--- config.mk ---
export PLATFORM = sky130hd
export DESIGN_NAME = varint_byte_encoder
export DESIGN_NICKNAME = d
export VERILOG_FILES = /design/src/rtl/varint_pkg.sv /design/src/rtl/vbe_sizer.sv /design/src/rtl/vbe_emitter.sv /design/src/rtl/varint_byte_encoder.sv
export SDC_FILE = /design/constraint.sdc
export NUM_CORES = 1
export LEC_CHECK = 0
export ABC_AREA = 0
export BUFFER_PORTS_ARGS = -buffer_cell sky130_fd_sc_hd__buf_4
export CAP_MARGIN = 20
export CORE_MARGIN = 1
export CORE_UTILIZATION = 50
export CTS_CLUSTER_SIZE = 40
export DETAILED_ROUTE_END_ITERATION = 10
export GPL_ROUTABILITY_DRIVEN = 0
export PLACE_DENSITY = 0.81
export SYNTH_ARGS = -nofsm -noshare
export SYNTH_HDL_FRONTEND = slang
export SYNTH_HIERARCHICAL = 1
export SYNTH_SLANG_ARGS = --single-unit
--- constraint.sdc ---
create_clock -name clk -period 6 [get_ports clk]
set_clock_uncertainty 0.05 [all_clocks]
set_input_delay 0.6 -clock clk [delete_from_list [all_inputs] [get_ports clk]]
set_output_delay 0.6 -clock clk [all_outputs]
set_load 0.02 [all_outputs]
--- src/rtl/varint_pkg.sv ---
package varint_pkg;
  localparam int VBE_DATA_W  = 32;
  localparam int VBE_GROUP_W = 7;

  // number of payload groups needed to cover a word of width w
  function automatic int groups_for(input int w, input int g);
    return (w + g - 1) / g;
  endfunction
endpackage

--- src/rtl/vbe_sizer.sv ---
module vbe_sizer
  import varint_pkg::*;
#(
  parameter int DATA_W  = VBE_DATA_W,
  parameter int GROUP_W = VBE_GROUP_W,
  parameter int CNT_W   = 3
) (
  input  logic [DATA_W-1:0] value,
  output logic [CNT_W-1:0]  byte_count
);
  localparam int MAX_BYTES = groups_for(DATA_W, GROUP_W);

  // count = index of the highest non-empty group, plus one; zero still needs one byte
  function automatic logic [CNT_W-1:0] count_groups(input logic [DATA_W-1:0] v);
    logic [CNT_W-1:0] c;
    c = CNT_W'(1);
    for (int i = 1; i < MAX_BYTES; i++) begin
      if ((v >> (GROUP_W * i)) != '0) c = CNT_W'(i + 1);
    end
    return c;
  endfunction

  assign byte_count = count_groups(value);

  // the length stays inside the legal range
  always_comb begin
    a_r3_count_range: assert (byte_count >= CNT_W'(1) && byte_count <= CNT_W'(MAX_BYTES))
      else $error("byte count out of range");
  end
endmodule

--- src/rtl/vbe_emitter.sv ---
module vbe_emitter
  import varint_pkg::*;
#(
  parameter int DATA_W  = VBE_DATA_W,
  parameter int GROUP_W = VBE_GROUP_W,
  parameter int CNT_W   = 3
) (
  input  logic               clk,
  input  logic               rst,
  input  logic               load,
  input  logic [DATA_W-1:0]  load_value,
  input  logic [CNT_W-1:0]   load_count,
  input  logic               out_ready,
  output logic               out_valid,
  output logic [GROUP_W:0]   out_byte,
  output logic               out_last,
  output logic               busy
);
  logic [DATA_W-1:0] shreg;
  logic [CNT_W-1:0]  left;
  logic              byte_fire;
  logic              final_fire;

  assign busy       = (left != '0);
  assign out_valid  = busy;
  assign byte_fire  = out_valid && out_ready;
  assign final_fire = byte_fire && (left == CNT_W'(1));
  assign out_last   = (left == CNT_W'(1));
  assign out_byte   = {(left > CNT_W'(1)), shreg[GROUP_W-1:0]};

  always_ff @(posedge clk) begin
    if (rst) begin
      shreg <= '0;
      left  <= '0;
    end else if (load) begin
      shreg <= load_value;
      left  <= load_count;
    end else if (byte_fire) begin
      shreg <= shreg >> GROUP_W;
      left  <= left - CNT_W'(1);
    end
  end

  // a stalled byte holds
  a_r8_hold: assert property (@(posedge clk) disable iff (rst)
    out_valid && !out_ready |=> out_valid && $stable(out_byte) && $stable(out_last));
  // flag bit and last marker are complementary
  a_r2_flag: assert property (@(posedge clk) disable iff (rst)
    out_valid |-> (out_byte[GROUP_W] == !out_last));
  // by the last byte nothing above the low group remains
  a_r3_drained: assert property (@(posedge clk) disable iff (rst)
    out_valid && out_last |-> ((shreg >> GROUP_W) == '0));
  // no load while bytes are pending
  a_r7_no_reload: assert property (@(posedge clk) disable iff (rst)
    busy |-> !load);
  // after the final byte goes, the block is idle
  a_r9_idle_after_last: assert property (@(posedge clk) disable iff (rst)
    final_fire |=> !out_valid);
endmodule

--- src/rtl/varint_byte_encoder.sv ---
module varint_byte_encoder
  import varint_pkg::*;
#(
  parameter int DATA_W  = VBE_DATA_W,
  parameter int GROUP_W = VBE_GROUP_W
) (
  input  logic              clk,
  input  logic              rst,
  input  logic              in_valid,
  output logic              in_ready,
  input  logic [DATA_W-1:0] in_data,
  output logic              out_valid,
  input  logic              out_ready,
  output logic [GROUP_W:0]  out_byte,
  output logic              out_last
);
  localparam int MAX_BYTES = groups_for(DATA_W, GROUP_W);
  localparam int CNT_W     = $clog2(MAX_BYTES + 1);

  logic [CNT_W-1:0] count;
  logic             busy;
  logic             accept;

  assign in_ready = !busy;
  assign accept   = in_valid && in_ready;

  vbe_sizer #(.DATA_W(DATA_W), .GROUP_W(GROUP_W), .CNT_W(CNT_W)) u_sizer (
    .value      (in_data),
    .byte_count (count)
  );

  vbe_emitter #(.DATA_W(DATA_W), .GROUP_W(GROUP_W), .CNT_W(CNT_W)) u_emit (
    .clk        (clk),
    .rst        (rst),
    .load       (accept),
    .load_value (in_data),
    .load_count (count),
    .out_ready  (out_ready),
    .out_valid  (out_valid),
    .out_byte   (out_byte),
    .out_last   (out_last),
    .busy       (busy)
  );

  // reset leaves the block idle
  a_r10_reset_idle: assert property (@(posedge clk) rst |=> !out_valid && in_ready);
  // an accepted integer shows its first byte on the next cycle
  a_r1_first_byte: assert property (@(posedge clk) disable iff (rst)
    accept |=> out_valid);
endmodule

==> metrics <==
worst-path cell chain inv_1 > ha_1 > nor2b_2 > inv_6 > nor2b_4 > buf_4 > nor2_1 > and3_1 > a2111oi_2; count of input and output buffers 46; nets@finish between 200 and 300; post-synthesis sequential area ratio 0.337; leading area contributor after synthesis dfxtp_1; synthesized instance count 227; #FFs+latches synth 35; Die ar. approximately 0.0044 mm^2; clk slew on worst S/H paths 0.07 ns; area added between synthesis and finish 16.3%; routed vias 1726; total detailed-routing wirelength 4520 um; post-route ant nets 0; Crit path required time 6.14 ns; post-route cell area 0.00242 mm^2; CORE AREA roughly 0.0040 mm^2; DRC 0; Synth top area share 0.337; Initial Util 0.520; CP max FO 77; Util after Layout 0.604; RSZ-0062 raised after global routing false; Post-synth EDFFs 0; post-DP HPWL between 2000 and 3000 um; Mapped Avg Cell Area 9.16 um^2; Worst setup EP type flop; Root Driver clkbuf_8; Pre-antenna DRT Iters 4; fmax 369 MHz; synthesized net count around 270; vias per std cell 5.72; # resized after CTS 0; antenna violations before repair 0; WL/cell 15.0 um; first-pass GRT wire length about 7000 um; crit-path max cell delay 0.53 ns; largest net degree at the start of global routing 78; Setup-failing EPs final 0; Hold/Removal Path Class flop to flop; detailed router's first-iteration violation count ~120; Setup TNS Final 0 ns; grt ovf 0; Synth area leaders dfxtp_1, a2111oi_2, nor2b_1; worst setup path class flop to flop; Static Leak around 0.91 nW; synth warn 6; CP max-delay cell buf_4; Die Span Y approximately 66 um; row cnt 23; synth unique cells 37; most common cell after layout, fill and taps aside buf_4; period utilisation layout 0.452; Least-Margin Pin Slew 0.641 ns; Worst VDD drop ~0.34 mV; Die X 66.5 um; Buf/Inv on CP 3; clock buffer depth 2; CTS tree built; Total GRT Usage 0.212; # H-tree levels 2; WHS around 0.49 ns; setup ws final 3.29 ns; Post-CTS Hold Buffers 0; Main synth FF type dfxtp_1; Post-synth ARST share 0; minimum clock period between 2 and 3 ns; status complete, no violations; CTS Buf Count 5; post-CTS setup buffer count 0; DP Worst Slack 3.30 ns; Startpoint Class flop; Max-Cap Viols 0; Area after DPL 0.00232 mm^2; commonest non-fill, non-tap cells in the layout buf_4, dfxtp_1, nor2b_1; share of cells above drive strength 1 0.325; Ports 47; Rel. slew slack 0.573; delay-heaviest family, CP simple AND/OR/NAND/NOR gates; worst path arrival time 2.85 ns; clk_lat worst skew 0.29 ns; max-slew violations 0; pwr/cell area 412 mW/mm^2; synthesized area 0.00208 mm^2; Sinks on Clock Net 35; Final Hold Vio Count 0; ANT cells 0; vias in the first global route 1452
## cells by family (layout without fill, tap and decap cells)
kind of cell | Yosys count | after routing | share of synthesized area
fa+ha+maj | 3 | 3 | 0.0181
simple gates | 85 | 85 | 0.233
buf+inv | 42 | 67 | 0.113
flops | 35 | 35 | 0.337
compound gates | 62 | 62 | 0.299
## metal layers
layer / vias to the layer above / track usage / share of wire
met5: - / 0 / 0
met4: 0 / 0.0798 / 0.015
met3: 6 / 0.0565 / 0.056
met2: 49 / 0.310 / 0.45
met1: 804 / 0.295 / 0.48
li1: 867 / - / -
## flip-flops by register name, summed over array words and instances (netlist names)
register	flops
u_emit/left	3
u_emit/shreg	32
## report_power, final
| part | switching [mW] | internal [mW] | total, mW | leakage (nW) |
|---|---|---|---|---|
| Clock | 0.0849 | 0.105 | 0.190 | 0.0515 |
| Combinational | 0.282 | 0.198 | 0.480 | 0.567 |
| Sequential | 0.0264 | 0.299 | 0.326 | 0.289 |
| Total | 0.393 | 0.602 | 0.995 | 0.908 |
## final cells by class
| type | instances | area, um^2 |
|---|---|---|
| inverter | 12 | 50.0 |
| tap | 50 | 62.6 |
| fill | 372 | 1580 |
| multi-input combinational | 150 | 1150 |
| clock buffer | 8 | 100 |
| timing repair buffer | 47 | 353 |
| sequential | 35 | 701 |
## metrics by stage
step / cells / power, mW
after detailed placement: 294 / 0.807
after global routing: 302 / 1.06
final: 302 / 0.995
after global placement: 294 / 0.797
after floorplan: 227 / 0.738
after CTS: 302 / 0.998
## final timing paths
check / startpoint / to / slack, ns / cells past startpoint
max: u_emit/left[0] / u_emit/shreg[11] / 3.29 / 9
min: u_emit/shreg[27] / u_emit/shreg[27] / 0.49 / 3
max reg2reg: u_emit/left[0] / u_emit/shreg[11] / 3.29 / 9
min reg2reg: u_emit/shreg[27] / u_emit/shreg[27] / 0.49 / 3
## worst reg2reg max path: stages (launching register included)
cell and delay [ns]:
dfxtp_1 0.33, inv_1 0.11, ha_1 0.17, nor2b_2 0.39, inv_6 0.19, nor2b_4 0.14, buf_4 0.53, nor2_1 0.17
and3_1 0.24, a2111oi_2 0.31
## synth_stat cells, types with 2 or more instances
| cell | count |
|---|---|
| buf_6 | 4 |
| a2111oi_1 | 4 |
| nor3_1 | 3 |
| nor4_1 | 3 |
| nor2b_1 | 28 |
| ha_1 | 3 |
| and3_1 | 8 |
| nand2_1 | 9 |
| nor2_1 | 21 |
| buf_4 | 8 |
| a2111oi_2 | 21 |
| dfxtp_1 | 35 |
| buf_1 | 2 |
| a21boi_0 | 5 |
| a21oi_1 | 10 |
| clkbuf_1 | 7 |
| nor4b_1 | 7 |
| buf_2 | 8 |
| inv_1 | 11 |
| a211o_1 | 7 |
| a211oi_1 | 7 |
Note: power is estimated with default switching activity, not from simulation.
